$ cat config.mk
export PLATFORM = sky130hd
export DESIGN_NAME = dram_refresh_sched
export DESIGN_NICKNAME = d
export VERILOG_FILES = /design/src/rtl/ref_pkg.sv /design/src/rtl/ref_interval_timer.sv /design/src/rtl/ref_debt_ctr.sv /design/src/rtl/ref_cmd_enc.sv /design/src/rtl/dram_refresh_sched.sv
export SDC_FILE = /design/constraint.sdc
export NUM_CORES = 1
export LEC_CHECK = 0
export ABC_AREA = 1
export BUFFER_PORTS_ARGS = -buffer_cell sky130_fd_sc_hd__buf_2
export CORE_UTILIZATION = 57
export DETAILED_ROUTE_END_ITERATION = 6
export GPL_ROUTABILITY_DRIVEN = 0
export PLACE_DENSITY_LB_ADDON = 0.1
export REMOVE_ABC_BUFFERS = 1
export SLEW_MARGIN = 5
export SYNTH_ARGS = -nofsm -noshare
export SYNTH_HDL_FRONTEND = slang
export SYNTH_SLANG_ARGS = --single-unit
$ cat constraint.sdc
create_clock -name clk -period 2.65 [get_ports clk]
set_input_delay 0.795 -clock clk [delete_from_list [all_inputs] [get_ports clk]]
set_output_delay 0.795 -clock clk [all_outputs]
set_load 0.01 [all_outputs]
$ cat src/rtl/ref_pkg.sv
package ref_pkg;

    typedef enum logic [2:0] {
        ST_RUN  = 3'd0,
        ST_WAIT = 3'd1,
        ST_AREF = 3'd2,
        ST_TRP  = 3'd3,
        ST_SRE  = 3'd4,
        ST_SELF = 3'd5,
        ST_SRX  = 3'd6
    } ref_state_e;

    typedef struct packed {
        logic cs_n;
        logic ras_n;
        logic cas_n;
        logic we_n;
        logic dsf;
        logic cke;
    } dram_cmd_t;

    localparam dram_cmd_t CMD_DESEL = '{cs_n: 1'b1, ras_n: 1'b1, cas_n: 1'b1,
                                        we_n: 1'b1, dsf: 1'b0, cke: 1'b1};
    localparam dram_cmd_t CMD_NOP   = '{cs_n: 1'b0, ras_n: 1'b1, cas_n: 1'b1,
                                        we_n: 1'b1, dsf: 1'b0, cke: 1'b1};
    localparam dram_cmd_t CMD_AREF  = '{cs_n: 1'b0, ras_n: 1'b0, cas_n: 1'b0,
                                        we_n: 1'b1, dsf: 1'b0, cke: 1'b1};
    localparam dram_cmd_t CMD_SRE   = '{cs_n: 1'b0, ras_n: 1'b0, cas_n: 1'b0,
                                        we_n: 1'b1, dsf: 1'b0, cke: 1'b0};
    localparam dram_cmd_t CMD_SLEEP = '{cs_n: 1'b1, ras_n: 1'b1, cas_n: 1'b1,
                                        we_n: 1'b1, dsf: 1'b0, cke: 1'b0};

endpackage

$ cat src/rtl/ref_interval_timer.sv
module ref_interval_timer #(
    parameter int INTERVAL = 1562
) (
    input  logic clk,
    input  logic rst_n,
    input  logic hold_i,
    input  logic reload_i,
    output logic tick_o
);
    localparam int CW = (INTERVAL > 2) ? $clog2(INTERVAL) : 1;
    localparam logic [CW-1:0] RELOAD = CW'(INTERVAL - 1);

    typedef struct packed {
        logic [CW-1:0] cnt;
    } tmr_t;

    tmr_t tmr_d, tmr_q;

    always_comb begin
        tmr_d  = tmr_q;
        tick_o = 1'b0;
        if (reload_i) begin
            tmr_d.cnt = RELOAD;
        end else if (!hold_i) begin
            if (tmr_q.cnt == '0) begin
                tmr_d.cnt = RELOAD;
                tick_o    = 1'b1;
            end else begin
                tmr_d.cnt = tmr_q.cnt - 1'b1;
            end
        end
    end

    always_ff @(posedge clk) begin
        if (!rst_n) begin
            tmr_q.cnt <= RELOAD;
        end else begin
            tmr_q <= tmr_d;
        end
    end

endmodule

$ cat src/rtl/ref_debt_ctr.sv
module ref_debt_ctr #(
    parameter int MAX_DEBT = 4,
    localparam int DW = $clog2(MAX_DEBT + 1)
) (
    input  logic          clk,
    input  logic          rst_n,
    input  logic          add_i,
    input  logic          pay_i,
    input  logic          clear_i,
    output logic [DW-1:0] debt_o,
    output logic          pending_o
);
    localparam logic [DW-1:0] CAP = DW'(MAX_DEBT);

    typedef struct packed {
        logic [DW-1:0] debt;
    } debt_t;

    debt_t dbt_d, dbt_q;

    always_comb begin
        dbt_d = dbt_q;
        if (clear_i) begin
            dbt_d.debt = '0;
        end else begin
            unique case ({add_i, pay_i})
                2'b10: if (dbt_q.debt < CAP) dbt_d.debt = dbt_q.debt + 1'b1;
                2'b01: if (dbt_q.debt != '0) dbt_d.debt = dbt_q.debt - 1'b1;
                default: dbt_d.debt = dbt_q.debt;
            endcase
        end
    end

    always_ff @(posedge clk) begin
        if (!rst_n) begin
            dbt_q.debt <= '0;
        end else begin
            dbt_q <= dbt_d;
        end
    end

    assign debt_o    = dbt_q.debt;
    assign pending_o = (dbt_q.debt != '0);

endmodule

$ cat src/rtl/ref_cmd_enc.sv
module ref_cmd_enc
    import ref_pkg::*;
(
    input  ref_state_e state_i,
    output dram_cmd_t  cmd_o,
    output logic       ref_req_o,
    output logic       bus_own_o,
    output logic       sr_ack_o
);
    always_comb begin
        cmd_o     = CMD_DESEL;
        ref_req_o = 1'b0;
        bus_own_o = 1'b0;
        sr_ack_o  = 1'b0;
        unique case (state_i)
            ST_RUN: begin
                cmd_o = CMD_DESEL;
            end
            ST_WAIT: begin
                cmd_o     = CMD_DESEL;
                ref_req_o = 1'b1;
            end
            ST_AREF: begin
                cmd_o     = CMD_AREF;
                bus_own_o = 1'b1;
            end
            ST_TRP, ST_SRX: begin
                cmd_o     = CMD_NOP;
                bus_own_o = 1'b1;
            end
            ST_SRE: begin
                cmd_o     = CMD_SRE;
                bus_own_o = 1'b1;
            end
            ST_SELF: begin
                cmd_o     = CMD_SLEEP;
                bus_own_o = 1'b1;
                sr_ack_o  = 1'b1;
            end
            default: begin
                cmd_o = CMD_DESEL;
            end
        endcase
    end

endmodule

$ cat src/rtl/dram_refresh_sched.sv
module dram_refresh_sched
    import ref_pkg::*;
#(
    parameter int CLK_MHZ   = 100,
    parameter int WINDOW_US = 32000,
    parameter int REFRESHES = 2048,
    parameter int TRP_CYC   = 3,
    parameter int TRAS_CYC  = 6,
    parameter int MAX_DEBT  = 4
) (
    input  logic clk,
    input  logic rst_n,
    input  logic banks_idle_i,
    input  logic sr_req_i,
    output logic ref_req_o,
    output logic bus_own_o,
    output logic sr_ack_o,
    output logic cs_n_o,
    output logic ras_n_o,
    output logic cas_n_o,
    output logic we_n_o,
    output logic dsf_o,
    output logic cke_o
);
    localparam int INTERVAL = (CLK_MHZ * WINDOW_US) / REFRESHES;
    localparam int TMAX     = (TRP_CYC > TRAS_CYC) ? TRP_CYC : TRAS_CYC;
    localparam int TW       = (TMAX > 2) ? $clog2(TMAX) : 1;
    localparam int DW       = $clog2(MAX_DEBT + 1);
    localparam logic [TW-1:0] TRP_LOAD  = TW'(TRP_CYC - 1);
    localparam logic [TW-1:0] TRAS_LOAD = TW'(TRAS_CYC - 1);

    typedef struct packed {
        ref_state_e    state;
        logic [TW-1:0] tmr;
    } fsm_t;

    fsm_t      fsm_d, fsm_q;
    logic      slot_tick;
    logic      owed;
    logic [DW-1:0] debt_q;
    dram_cmd_t cmd;

    ref_interval_timer #(
        .INTERVAL (INTERVAL)
    ) i_slot (
        .clk      (clk),
        .rst_n    (rst_n),
        .hold_i   (fsm_q.state == ST_SELF),
        .reload_i (fsm_q.state == ST_SRE),
        .tick_o   (slot_tick)
    );

    ref_debt_ctr #(
        .MAX_DEBT (MAX_DEBT)
    ) i_debt (
        .clk       (clk),
        .rst_n     (rst_n),
        .add_i     (slot_tick),
        .pay_i     (fsm_q.state == ST_AREF),
        .clear_i   (fsm_q.state == ST_SRE),
        .debt_o    (debt_q),
        .pending_o (owed)
    );

    always_comb begin
        fsm_d = fsm_q;
        unique case (fsm_q.state)
            ST_RUN: begin
                if (sr_req_i || owed) fsm_d.state = ST_WAIT;
            end
            ST_WAIT: begin
                if (banks_idle_i) begin
                    if (sr_req_i)  fsm_d.state = ST_SRE;
                    else if (owed) fsm_d.state = ST_AREF;
                    else           fsm_d.state = ST_RUN;
                end else if (!sr_req_i && !owed) begin
                    fsm_d.state = ST_RUN;
                end
            end
            ST_AREF: begin
                fsm_d.state = ST_TRP;
                fsm_d.tmr   = TRP_LOAD;
            end
            ST_TRP: begin
                if (fsm_q.tmr != '0) begin
                    fsm_d.tmr = fsm_q.tmr - 1'b1;
                end else if (sr_req_i) begin
                    fsm_d.state = ST_SRE;
                end else if (owed) begin
                    fsm_d.state = ST_AREF;
                end else begin
                    fsm_d.state = ST_RUN;
                end
            end
            ST_SRE: begin
                fsm_d.state = ST_SELF;
                fsm_d.tmr   = TRAS_LOAD;
            end
            ST_SELF: begin
                if (fsm_q.tmr != '0) begin
                    fsm_d.tmr = fsm_q.tmr - 1'b1;
                end else if (!sr_req_i) begin
                    fsm_d.state = ST_SRX;
                end
            end
            ST_SRX: begin
                fsm_d.state = ST_TRP;
                fsm_d.tmr   = TRP_LOAD;
            end
            default: begin
                fsm_d.state = ST_RUN;
            end
        endcase
    end

    always_ff @(posedge clk) begin
        if (!rst_n) begin
            fsm_q.state <= ST_RUN;
            fsm_q.tmr   <= '0;
        end else begin
            fsm_q <= fsm_d;
        end
    end

    ref_cmd_enc i_enc (
        .state_i   (fsm_q.state),
        .cmd_o     (cmd),
        .ref_req_o (ref_req_o),
        .bus_own_o (bus_own_o),
        .sr_ack_o  (sr_ack_o)
    );

    assign cs_n_o  = cmd.cs_n;
    assign ras_n_o = cmd.ras_n;
    assign cas_n_o = cmd.cas_n;
    assign we_n_o  = cmd.we_n;
    assign dsf_o   = cmd.dsf;
    assign cke_o   = cmd.cke;

endmodule

==> summary.md <==
• switching portion of total power: 47.4%
• clock tree from TritonCTS: yes
• Worst Path Arrival: 1.53 ns
• DRT antenna net count: 0
• fraction of power consumed by sequential logic: 31.4%
• Fin Clk Skew: 0.00389 ns
• first drt pass iteration count: 4
• type of element launching the critical path: flip-flop
• number of distinct library cells after synthesis: 25
• post-synthesis cell type with the largest combined area: dfxtp_1
• via count of the first global-routing pass: 1,070
• switching power summed over all nets: 0.000694 W
• number of instances in the synthesized netlist: 189
• maximum fanout along the worst path: 16
• Cell Rows: 16
• number of max-capacitance violations reported: 0
• final count of negative-setup-slack endpoints: 0
• area of the mapped netlist: 1290 um2
• die area: 2450 um2
• Seq/Total Area, Yosys: 31.1%
• CP Capture Type: output port
• min-delay worst type: flip-flop to flip-flop
• clock transition at the register clock pins on the worst setup and hold paths after CTS: 0.10 ns
• via density per instance: 5.00
• detailed placement HPWL: 1880 um
• io pins: 13
• number of nets in the finished design: 211
• number of filler cells placed in the layout: 194
• total number of H-tree levels: 1
• Die W: 49.5 um
• largest cells by area after synthesis: dfxtp_1 31%, nand2_1 13%, nor2_1 7.3%
• routed wire length per instance: 10.4 um
• number of gates resized after CTS: 0
• postcts setup bufs: 0
• part of the power in combinational logic: 56.5%
• Final Hold Vio Count: 0
• Port-buffer cells: 10
• DRT Wirelength: 2340 um
• minimum clock period after layout: 2.32 ns
• root buffer selected by CTS: clkbuf_4
• most frequent cells after synthesis: 43 x nand2_1, 25 x nor2_1, 21 x inv_1
• multi-input combinational cell area: 739 um2
• Leak Pwr: 0.675 nW
• Max Buffers Root-to-Sink: 2
• setup_tns: 0 ns
• gr usage total: 22.6%
• Layout area overhead: 6.71%
• IR drop worst, VDD: 0.000932 V
• antenna violations before repair: 0
• share of power burned in the clock network: 12.1%
• Final Core Density: 67.2%
• count of warnings emitted by yosys: 0
• flip-flop and latch count after synthesis: 20
• Sinks on Clock Net: 20
• TritonCTS Buffers: 3
• area inside the core boundary: 2040 um2
• Mean Syn Cell Area: 6.81 um2
• total grt overflow: 0
• peak clock frequency supported by timing: 431 MHz
• via count: 1,130
• global-route wire length before repair: 4330 um
• y dimension of the die: 49.5 um
• async set-or-reset flop fraction in the synthesized netlist: 0%
• dominant synthesized flop cell: dfxtp_1
• required time of the critical path: 1.86 ns
• starting density of the core: 63.0%
• Yosys top cell area share: 31.1%
• type of the worst setup path: flip-flop to output port
• PD cells: 1070 nW/um2
• share of layout cells above drive strength 1: 18.6%
• setup slack at placement: 0.581 ns
• internal power component: 0.000771 W
• number of hold buffers added after CTS: 0
• clock latency of the later-clocked register in the worst-skew pair: 0.30 ns
• Post-synth EDFFs: 0
• final setup margin: 0.329 ns
• largest net degree at the start of global routing: 17
• area taken by flip-flops and latches: 400 um2
• cell with the most instances after synthesis: nand2_1
• final clock period utilization by the worst path: 87.6%
• max-slew violation count: 0
• unrepaired setup endpoints after global routing: false
• drt initial violations: 23
• Antenna diodes: 0
• run status: complete, no violations
• count of unresolved DRC violations after routing: 0
-- worst max-delay path, cell delays in order (launching register included) --
cell and delay [ns]:
dfxtp_1 0.50, nand3_4 0.24, nand4_2 0.19, o2111ai_1 0.13
buf_2 0.16
-- flip-flops by register name, indices dropped and copies added (netlist names) --
| name | cells |
|---|---|
| i_slot.tmr_q | 11 |
| fsm_q | 6 |
| i_debt.debt_o | 3 |
-- worst paths after layout --
| path | to | slack [ns] | from | cells after the start |
|---|---|---|---|---|
| worst max-delay path | ras_n_o | 0.33 | fsm_q[3]$_SDFFE_PN0P_ | 4 |
| worst min-delay path | fsm_q[1]$_SDFFE_PN0P_ | 0.47 | fsm_q[1]$_SDFFE_PN0P_ | 2 |
| worst max register to register | i_debt.debt_o[1]$_SDFFE_PP0P_ | 0.56 | fsm_q[3]$_SDFFE_PN0P_ | 10 |
| worst min register to register | fsm_q[1]$_SDFFE_PN0P_ | 0.47 | fsm_q[1]$_SDFFE_PN0P_ | 2 |
-- cells in the final DEF, fill, tap and decap left out --
master	n
conb_1	2
dfxtp_1	20
a21oi_1	7
nand3_4	1
clkbuf_8	1
ha_1	6
nand4_1	4
o2111ai_1	1
nor2_1	25
nand2_2	7
nand2_1	43
xor2_1	6
nand3_2	3
o21ai_0	4
nor2_2	2
xnor2_1	1
clkinv_1	1
inv_2	8
a21boi_1	1
nand4_2	2
fa_1	1
buf_2	10
inv_1	21
clkbuf_4	3
nand3_1	17
nor3_1	2
-- power groups by stage --
stage                     Clock [W]  Combinational, W  Sequential, W
final                      0.000177          0.000828       0.000460
after detailed placement          0          0.000829       0.000467
after global placement            0          0.000806       0.000462
after floorplan                   0          0.000639       0.000454
after CTS                  0.000180          0.000832       0.000460
after global routing       0.000196          0.000956       0.000470
-- area by class of cell --
cell class | count | area share [%]
Sequential cell | 20 | 29.2
Tap cell | 27 | 2.46
Clock buffer | 4 | 2.64
Inverter | 30 | 8.20
Timing Repair Buffer | 10 | 3.65
Multi-Input combinational cell | 135 | 53.9
-- cells by family (layout without fill, tap and decap cells) --
family	after synthesis	in the layout	share of synthesized area, %
AOI/OAI and AO/OA	13	13	5.54
xor gates and xnor gates	7	7	4.77
adders and majority gates	7	7	7.39
buffers and inverters	34	44	11.4
DFF	20	20	31.1
other	2	2	0.584
and+or+nand+nor	106	106	39.2
-- through the flow --
step | hold slack [ns] | instance area, um2 | instances | power (W)
floorplan | 0.432 | 1250 | 185 | 0.00109
global placement | 0.446 | 1340 | 222 | 0.00127
detailed placement | 0.454 | 1340 | 222 | 0.00130
CTS | 0.471 | 1370 | 226 | 0.00147
global route | 0.499 | 1370 | 226 | 0.00162
finish | 0.468 | 1370 | 226 | 0.00147
-- routing by layer --
layer,vias to the layer above,track usage (%),wire length [um]
met5,-,0,0
li1,607,-,-
met4,0,8.57,48
met2,26,35.6,1030
met1,491,29.3,1120
met3,6,6.48,141
(Power assumes the default switching activity.)
